--- src/rtl/dc_pkg.sv ---
// Shared types for the data cache controller.
// Assumes: the policy code is supplied with every access by the requester.
package dc_pkg;

    typedef enum logic [1:0] {
        POL_NC  = 2'b00,
        POL_WT  = 2'b01,
        POL_CB  = 2'b10,
        POL_RSV = 2'b11
    } pol_e;

    typedef enum logic [1:0] {
        ST_IDLE = 2'b00,
        ST_WB   = 2'b01,
        ST_FILL = 2'b10,
        ST_NCRD = 2'b11
    } ctl_st_e;

endpackage

--- src/rtl/dc_wbuf.sv ---
// Store queue in front of memory: a small circular FIFO of address/data pairs.
// Assumes: push is never raised when full and pop never when empty.
module dc_wbuf #(
    parameter int W     = 64,
    parameter int DEPTH = 2
) (
    input  logic         clk,
    input  logic         rst_n,
    input  logic         push,
    input  logic [W-1:0] push_data,
    input  logic         pop,
    output logic [W-1:0] head,
    output logic         empty,
    output logic         full
);
    localparam int PW = (DEPTH > 1) ? $clog2(DEPTH) : 1;
    localparam int CW = $clog2(DEPTH + 1);

    logic [W-1:0]  ent_q [DEPTH];
    logic [PW-1:0] wr_ptr, rd_ptr;
    logic [CW-1:0] count;

    // Next-pointer helper with wrap at DEPTH.
    function automatic logic [PW-1:0] nxt(input logic [PW-1:0] p);
        return (p == PW'(DEPTH - 1)) ? '0 : p + 1'b1;
    endfunction

    // Entry storage, written at the tail.
    always_ff @(posedge clk) begin
        if (push) ent_q[wr_ptr] <= push_data;
    end

    // Pointers and occupancy.
    always_ff @(posedge clk) begin
        if (!rst_n) begin
            wr_ptr <= '0;
            rd_ptr <= '0;
            count  <= '0;
        end else begin
            if (push) wr_ptr <= nxt(wr_ptr);
            if (pop)  rd_ptr <= nxt(rd_ptr);
            if (push && !pop)      count <= count + 1'b1;
            else if (pop && !push) count <= count - 1'b1;
        end
    end

    assign head  = ent_q[rd_ptr];
    assign empty = (count == '0);
    assign full  = (count == CW'(DEPTH));

    p_no_overflow_r10: assert property (@(posedge clk) disable iff (!rst_n)
        push |-> !full);
    p_no_underflow_r10: assert property (@(posedge clk) disable iff (!rst_n)
        pop |-> !empty);

endmodule

--- src/rtl/dc_array.sv ---
// Tag, state and data storage for a direct-mapped cache with combinational read.
// Assumes: one line (idx) is addressed per cycle; install clears the modified bit.
module dc_array #(
    parameter int LINES = 16,
    parameter int WORDS = 4,
    parameter int TAGW  = 24,
    parameter int DW    = 32
) (
    input  logic                     clk,
    input  logic                     rst_n,
    input  logic [$clog2(LINES)-1:0] idx,
    input  logic [$clog2(WORDS)-1:0] rd_off,
    output logic [TAGW-1:0]          rd_tag,
    output logic                     rd_valid,
    output logic                     rd_dirty,
    output logic [DW-1:0]            rd_word,
    input  logic                     wr_en,
    input  logic [$clog2(WORDS)-1:0] wr_off,
    input  logic [DW-1:0]            wr_data,
    input  logic                     set_dirty,
    input  logic                     inst_en,
    input  logic [TAGW-1:0]          inst_tag
);
    localparam int IDXW = $clog2(LINES);
    localparam int OFFW = $clog2(WORDS);

    logic [DW-1:0]   data_q [LINES*WORDS];
    logic [LINES-1:0] valid_q, dirty_q;
    logic [TAGW-1:0]  tag_q [LINES];

    // Word storage, one write port.
    always_ff @(posedge clk) begin
        if (wr_en) data_q[{idx, wr_off}] <= wr_data;
    end

    // Per-line tag, valid and modified state.
    for (genvar l = 0; l < LINES; l++) begin : g_line
        always_ff @(posedge clk) begin
            if (!rst_n) begin
                valid_q[l] <= 1'b0;
                dirty_q[l] <= 1'b0;
                tag_q[l]   <= '0;
            end else if (inst_en && idx == IDXW'(l)) begin
                valid_q[l] <= 1'b1;
                dirty_q[l] <= 1'b0;
                tag_q[l]   <= inst_tag;
            end else if (set_dirty && idx == IDXW'(l)) begin
                dirty_q[l] <= 1'b1;
            end
        end
    end

    assign rd_tag   = tag_q[idx];
    assign rd_valid = valid_q[idx];
    assign rd_dirty = dirty_q[idx];
    assign rd_word  = data_q[{idx, rd_off}];

    // the modified bit is only ever set on a resident line.
    p_dirty_needs_valid_r4: assert property (@(posedge clk) disable iff (!rst_n)
        set_dirty |-> rd_valid);

    logic unused_ok;
    assign unused_ok = &{1'b0, OFFW[0]};

endmodule

--- src/rtl/dcache_ctl.sv ---
// Direct-mapped data cache controller with a per-access page policy.
// One request register (s1) holds the access under service; hits finish from it
// in one cycle into the response register. Misses run a write-back/fill sequence.
// Assumes: word-aligned addresses, memory raises ready only with valid, and
// read data is valid in the handshake cycle.
module dcache_ctl
    import dc_pkg::*;
#(
    parameter int AW         = 32,
    parameter int DW         = 32,
    parameter int LINES      = 16,
    parameter int WORDS      = 4,
    parameter int WBUF_DEPTH = 2
) (
    input  logic          clk,
    input  logic          rst_n,
    input  logic          req_valid,
    output logic          req_ready,
    input  logic          req_we,
    input  logic [1:0]    req_pol,
    input  logic [AW-1:0] req_addr,
    input  logic [DW-1:0] req_wdata,
    output logic          rsp_valid,
    output logic [DW-1:0] rsp_rdata,
    output logic          mem_valid,
    input  logic          mem_ready,
    output logic          mem_we,
    output logic [AW-1:0] mem_addr,
    output logic [DW-1:0] mem_wdata,
    input  logic [DW-1:0] mem_rdata
);
    localparam int BOFF = $clog2(DW / 8);
    localparam int OFFW = $clog2(WORDS);
    localparam int IDXW = $clog2(LINES);
    localparam int TAGW = AW - IDXW - OFFW - BOFF;
    localparam logic [OFFW-1:0] LAST = OFFW'(WORDS - 1);

    // Request register.
    logic          s1_valid, s1_we;
    pol_e          s1_pol;
    logic [AW-1:0] s1_addr;
    logic [DW-1:0] s1_wdata;

    ctl_st_e        st;
    logic [OFFW-1:0] cnt;

    logic [TAGW-1:0] s1_tag;
    logic [IDXW-1:0] s1_idx;
    logic [OFFW-1:0] s1_off;
    assign s1_tag = s1_addr[AW-1 -: TAGW];
    assign s1_idx = s1_addr[BOFF+OFFW +: IDXW];
    assign s1_off = s1_addr[BOFF +: OFFW];

    // Array interface.
    logic [TAGW-1:0] a_tag;
    logic            a_valid, a_dirty;
    logic [DW-1:0]   a_word;
    logic            a_wr, a_set_dirty, a_inst, st_wr;
    logic [OFFW-1:0] a_rd_off, a_wr_off;
    logic [DW-1:0]   a_wr_data;

    // Store queue interface.
    logic               wb_push, wb_pop, wb_empty, wb_full;
    logic [AW+DW-1:0]   wb_head;

    logic is_nc, is_wt, hit, mem_hs, done, start_miss, start_nc;

    assign is_nc  = (s1_pol == POL_NC) || (s1_pol == POL_RSV);
    assign is_wt  = (s1_pol == POL_WT);
    assign hit    = a_valid && (a_tag == s1_tag);
    assign mem_hs = mem_valid && mem_ready;

    // Completion of the access held in s1 and the side effects of finishing it.
    always_comb begin
        done        = 1'b0;
        wb_push     = 1'b0;
        st_wr       = 1'b0;
        a_set_dirty = 1'b0;
        if (s1_valid && st == ST_IDLE) begin
            if (s1_we) begin
                if (is_nc) begin
                    wb_push = !wb_full;
                    done    = !wb_full;
                end else if (is_wt) begin
                    wb_push = !wb_full;
                    done    = !wb_full;
                    st_wr   = !wb_full && hit;
                end else if (hit) begin
                    done        = 1'b1;
                    st_wr       = 1'b1;
                    a_set_dirty = 1'b1;
                end
            end else if (!is_nc && hit) begin
                done = 1'b1;
            end
        end
        if (st == ST_NCRD && mem_hs) done = 1'b1;
    end

    // Start conditions for memory sequences; reads wait for an empty queue.
    assign start_miss = s1_valid && st == ST_IDLE && !is_nc && !hit &&
                        !(is_wt && s1_we) && wb_empty;
    assign start_nc   = s1_valid && st == ST_IDLE && is_nc && !s1_we && wb_empty;

    assign req_ready = !s1_valid || done;

    // Capture a new access or retire the current one.
    always_ff @(posedge clk) begin
        if (!rst_n) begin
            s1_valid <= 1'b0;
            s1_we    <= 1'b0;
            s1_pol   <= POL_NC;
            s1_addr  <= '0;
            s1_wdata <= '0;
        end else if (req_valid && req_ready) begin
            s1_valid <= 1'b1;
            s1_we    <= req_we;
            s1_pol   <= pol_e'(req_pol);
            s1_addr  <= req_addr;
            s1_wdata <= req_wdata;
        end else if (done) begin
            s1_valid <= 1'b0;
        end
    end

    // Miss / uncached-read sequencer.
    always_ff @(posedge clk) begin
        if (!rst_n) begin
            st  <= ST_IDLE;
            cnt <= '0;
        end else begin
            case (st)
                ST_IDLE: begin
                    cnt <= '0;
                    if (start_nc)        st <= ST_NCRD;
                    else if (start_miss) st <= (a_valid && a_dirty) ? ST_WB : ST_FILL;
                end
                ST_WB: if (mem_hs) begin
                    cnt <= cnt + 1'b1;
                    if (cnt == LAST) st <= ST_FILL;
                end
                ST_FILL: if (mem_hs) begin
                    cnt <= cnt + 1'b1;
                    if (cnt == LAST) st <= ST_IDLE;
                end
                ST_NCRD: if (mem_hs) st <= ST_IDLE;
                default: st <= ST_IDLE;
            endcase
        end
    end

    // Load response register.
    always_ff @(posedge clk) begin
        if (!rst_n) begin
            rsp_valid <= 1'b0;
            rsp_rdata <= '0;
        end else begin
            rsp_valid <= done && !s1_we;
            if (done && !s1_we) rsp_rdata <= (st == ST_NCRD) ? mem_rdata : a_word;
        end
    end

    // Memory port steering: sequencer when busy, store queue head when idle.
    always_comb begin
        mem_valid = 1'b0;
        mem_we    = 1'b0;
        mem_addr  = '0;
        mem_wdata = '0;
        case (st)
            ST_WB: begin
                mem_valid = 1'b1;
                mem_we    = 1'b1;
                mem_addr  = {a_tag, s1_idx, cnt, {BOFF{1'b0}}};
                mem_wdata = a_word;
            end
            ST_FILL: begin
                mem_valid = 1'b1;
                mem_addr  = {s1_tag, s1_idx, cnt, {BOFF{1'b0}}};
            end
            ST_NCRD: begin
                mem_valid = 1'b1;
                mem_addr  = s1_addr;
            end
            default: begin
                mem_valid = !wb_empty;
                mem_we    = 1'b1;
                mem_addr  = wb_head[AW+DW-1 -: AW];
                mem_wdata = wb_head[DW-1:0];
            end
        endcase
    end

    assign wb_pop    = (st == ST_IDLE) && !wb_empty && mem_ready;
    assign a_rd_off  = (st == ST_WB) ? cnt : s1_off;
    assign a_wr      = st_wr || (st == ST_FILL && mem_hs);
    assign a_wr_off  = (st == ST_FILL) ? cnt : s1_off;
    assign a_wr_data = (st == ST_FILL) ? mem_rdata : s1_wdata;
    assign a_inst    = (st == ST_FILL) && mem_hs && (cnt == LAST);

    dc_array #(
        .LINES(LINES), .WORDS(WORDS), .TAGW(TAGW), .DW(DW)
    ) u_array (
        .clk      (clk),
        .rst_n    (rst_n),
        .idx      (s1_idx),
        .rd_off   (a_rd_off),
        .rd_tag   (a_tag),
        .rd_valid (a_valid),
        .rd_dirty (a_dirty),
        .rd_word  (a_word),
        .wr_en    (a_wr),
        .wr_off   (a_wr_off),
        .wr_data  (a_wr_data),
        .set_dirty(a_set_dirty),
        .inst_en  (a_inst),
        .inst_tag (s1_tag)
    );

    dc_wbuf #(
        .W(AW + DW), .DEPTH(WBUF_DEPTH)
    ) u_wbuf (
        .clk      (clk),
        .rst_n    (rst_n),
        .push     (wb_push),
        .push_data({s1_addr, s1_wdata}),
        .pop      (wb_pop),
        .head     (wb_head),
        .empty    (wb_empty),
        .full     (wb_full)
    );

    // an empty request stage never blocks the requester.
    p_idle_ready_r1: assert property (@(posedge clk) disable iff (!rst_n)
        !s1_valid |-> req_ready);
    // a response always follows an access held in the request stage.
    p_rsp_from_req_r2: assert property (@(posedge clk) disable iff (!rst_n)
        rsp_valid |-> $past(s1_valid));
    // a pending memory request holds until accepted.
    p_mem_hold_r3: assert property (@(posedge clk) disable iff (!rst_n)
        (mem_valid && !mem_ready) |=> (mem_valid && $stable(mem_addr) &&
                                       $stable(mem_we) && $stable(mem_wdata)));
    // write-back traffic only comes from a valid modified line.
    p_wb_only_dirty_r5: assert property (@(posedge clk) disable iff (!rst_n)
        (mem_valid && mem_we && st == ST_WB) |-> (a_valid && a_dirty));
    // memory reads only start once the store queue has drained.
    p_read_after_drain_r9: assert property (@(posedge clk) disable iff (!rst_n)
        (mem_valid && !mem_we) |-> wb_empty);

endmodule

--- config.mk ---
export PLATFORM = sky130hd
export DESIGN_NAME = dcache_ctl
export DESIGN_NICKNAME = d
export VERILOG_FILES = /design/src/rtl/dc_pkg.sv /design/src/rtl/dc_wbuf.sv /design/src/rtl/dc_array.sv /design/src/rtl/dcache_ctl.sv
export SDC_FILE = /design/constraint.sdc
export NUM_CORES = 2
export LEC_CHECK = 0
export BUFFER_PORTS_ARGS = -buffer_cell sky130_fd_sc_hd__buf_2
export CAP_MARGIN = 40
export CORE_ASPECT_RATIO = 1.5
export CORE_MARGIN = 1.5
export CORE_UTILIZATION = 50
export DETAILED_ROUTE_END_ITERATION = 7
export HOLD_SLACK_MARGIN = 0.12
export PLACE_DENSITY_LB_ADDON = 0.15
export SETUP_SLACK_MARGIN = 0.05
export SYNTH_ARGS = -nofsm -noshare
export SYNTH_HDL_FRONTEND = slang
export SYNTH_SLANG_ARGS = --single-unit
--- constraint.sdc ---
create_clock -name clk -period 20.8 [get_ports clk]
set_input_delay 2.08 -clock clk [delete_from_list [all_inputs] [get_ports clk]]
set_output_delay 2.08 -clock clk [all_outputs]
set_load 0.03 [all_outputs]
==> results.txt <==
CP startpoint: st[1]
gr usage total: 31.6%
CTS root buffer: clkbuf_16
fin. max-slew vios: 0
r2r endpoint: u_array.data_q[39][26]
Max Cap Violations: 0
max incr delay on CP: 0.65 ns
# DRC: 0
dpl hpwl: 219000 um
Synth Area in Compound Gates: 3.12%
Die Y: 575 um
Area Overhead vs Synth: 13.7%
first-pass GRT wire length: 478000 um
vias in the first global route: 59.4k
Multi-input gate area: 28000 um2
reg-to-reg setup timing slack: 13.67 ns
final setup violating endpoints: 0
status: finished, final reports clean
RSZ-0062 raised after global routing: false
ys flop type: edfxtp_1
Die W: 384 um
CTS buffer count: 244
fin crit period: 9.59 ns
synthesized area: 109000 um2
CP endpoint: mem_wdata[24]
Slowest cell on crit path: buf_4
mux share of post-synthesis cell area: 16.5%
Max FO, Critical Path: 87
CTS-repair resized insts: 0
HP Class: reg2reg
asr flop ratio synth: 0%
power per cell area: 101 nW/um2
CTS H-Tree Depth: 4
total grt overflow: 0
via count: 59.7k
# IOs: 203
sequential cell area: 79800 um2
initial antenna violation count: 16
Synth Area per Inst: 19.2 um2
postcts setup bufs: 0
yosys warns: 0
core area: 217000 um2
Initial Util: 50.4%
Synth area leaders: edfxtp_1 (70%), mux4_2 (13%), dfxtp_1 (2.7%), mux2i_1 (2.5%), and2_1 (2.2%)
drt pass-1 iters: 6
Hold Slack: 0.451 ns
Core Rows: 209
Post-synth EDFFs: 2560
Mapped Cells: 5691
most common cell in the netlist: edfxtp_1
P_leak: 41.5 nW
TNS Setup: 0 ns
hold path cells: 2
CP Capture Type: primary output
Die ar.: 221000 um2
slew margin rel.: 28.8%
Least-Margin Pin Slew: 1.07 ns
number of synthesized register bits: 2706
Reg clk slew, reported paths: 0.07 ns
clock latency on the worst-skew pair: 0.89 ns
largest net degree at the start of global routing: 99
Layout Nets: 6193
CP Data Required Time: 18.72 ns
period utilization: 46.1%
fill cell count: 16.2k
cells along the critical path: inv_1, ha_2, buf_4, mux2i_4, buf_4, buf_12, buf_4, buf_4, mux4_2, mux2i_1, o22ai_1, a2111oi_0, buf_1, o21ai_0, buf_4, buf_4, a22o_1, buf_2
Post-Synth Adder-Cell Area: 0.0918%
Worst Clk Skew: 0.0475 ns
number of I/O port buffers: 202
Arrival @ worst endpoint: 7.51 ns
hold bufs inserted after CTS: 0
Sink Count: 2706
Post-Synth XOR/XNOR Area: 0.153%
CP dominant cell by count: buf_4
r2r worst-path depth: 14
post-synth cell types: 87
syn nets: 5802
Simple-Gate Fraction of Synth Area: 5.14%
WL final: 350000 um
Yosys top cell area share: 70.5%
Yosys top cell by area: edfxtp_1
Clock Path Buffers: 4
routability cong.: 0.942
routed len/inst: 38.3 um
VDD IR max: 0.0000741 V
crit start category: register
Commonest cells post-synth: edfxtp_1 (2560), mux4_2 (618), and2_1 (380), nand2_1 (317), mux2i_1 (269)
share of layout cells above drive strength 1: 27.9%
final hold vios: 0
initial drt markers: 8090
post-synthesis sequential area ratio: 73.2%
Routed Antenna Nets: 0
vias per cell: 6.54
crit path kind: reg2out
largest family of logic cells by synthesized area: multiplexers
fmax: 0.104 GHz
CTS tree: done
placed cells by master, fill, tap and decap left out, types with 27 or more instances in the layout:
| cell type | instances |
|---|---|
| edfxtp_1 | 2560 |
| inv_1 | 27 |
| nor3_1 | 30 |
| o21ai_1 | 28 |
| mux2i_1 | 268 |
| nor3_2 | 40 |
| buf_4 | 265 |
| a22o_1 | 31 |
| a22oi_1 | 75 |
| buf_16 | 35 |
| clkinv_1 | 47 |
| and2_1 | 379 |
| dfxtp_1 | 139 |
| a21oi_1 | 60 |
| mux2_2 | 106 |
| o22ai_1 | 53 |
| nor2_1 | 41 |
| nand2_1 | 317 |
| nand2b_1 | 33 |
| clkinv_2 | 47 |
| mux4_2 | 618 |
| a221oi_1 | 32 |
| o21ai_0 | 61 |
| clkbuf_16 | 249 |
| buf_2 | 207 |
| clkbuf_1 | 52 |
| bufinv_16 | 27 |
| nand3_1 | 52 |
cells by family after synthesis:
group           after synthesis
flops                      2706
simple gates               1046
mux                        1000
compound gates              488
buf+inv                     424
xor+xnor                     19
fa+ha+maj                     8
stage by stage:
| stage | worst slack (ns) | instance area, um2 | util, % | std cells | total power [mW] |
|---|---|---|---|---|---|
| after floorplan | 14.28 | 109000 | - | 5691 | 7.37 |
| after global placement | 10.66 | 114000 | 52.9 | 8600 | 8.02 |
| after detailed placement | 12.07 | 116000 | 53.6 | 8682 | 8.08 |
| after CTS | 11.14 | 124000 | 57.2 | 9122 | 12.6 |
| after global routing | 10.84 | 124000 | 57.2 | 9128 | 12.8 |
| final | 11.21 | 124000 | 57.3 | 9135 | 12.5 |
critical path, delay by kind of cell, from the launching register on:
family          cells  cell delay (ns)
fa+ha+maj           1             0.19
mux                 3             1.09
compound gates      4             1.23
buf+inv            10             3.55
flops               1             0.34
where the power goes:
| part | total (mW) | switching, mW | internal [mW] |
|---|---|---|---|
| Combinational | 1.69 | 1.19 | 0.506 |
| Sequential | 6.29 | 0.0396 | 6.25 |
| Clock | 4.54 | 2.00 | 2.54 |
worst min path at each step:
stage | startpoint | end | slack [ns]
global route | u_array.valid_q[5] | u_array.valid_q[5] | 0.47
floorplan | u_array.valid_q[10] | u_array.valid_q[10] | 0.42
global placement | u_array.valid_q[2] | u_array.valid_q[2] | 0.43
finish | rsp_rdata[15] | rsp_rdata[15] | 0.45
CTS | u_array.valid_q[2] | u_array.valid_q[2] | 0.45
detailed placement | u_array.valid_q[2] | u_array.valid_q[2] | 0.44
metal layers:
metal	GRT usage [%]	up-vias	part of all wire, %
met4	18.5	12	6.9
met3	4.80	859	7.6
met5	0	-	0.022
li1	-	23800	-
met2	53.7	3267	51
met1	38.2	31800	35
area by class of cell:
cell class	instances	area share [%]
diodes	11	0.0222
multi-input cells	2561	22.6
flip-flops and latches	2706	64.4
repair buffers	537	3.65
clock inverters	132	1.10
clock buffers	308	5.26
inverters	32	0.103
well taps	2848	2.87
sequential cells by signal, indices dropped and copies added (netlist names), 16 cells and up, named ones only:
register,count
u_array.tag_q,384
rsp_rdata,32
u_array.dirty_q,16
u_wbuf.ent_q,128
s1_wdata,32
u_array.data_q,2048
s1_addr,32
u_array.valid_q,16
No activity file was read; power rests on OpenSTA's default activity.
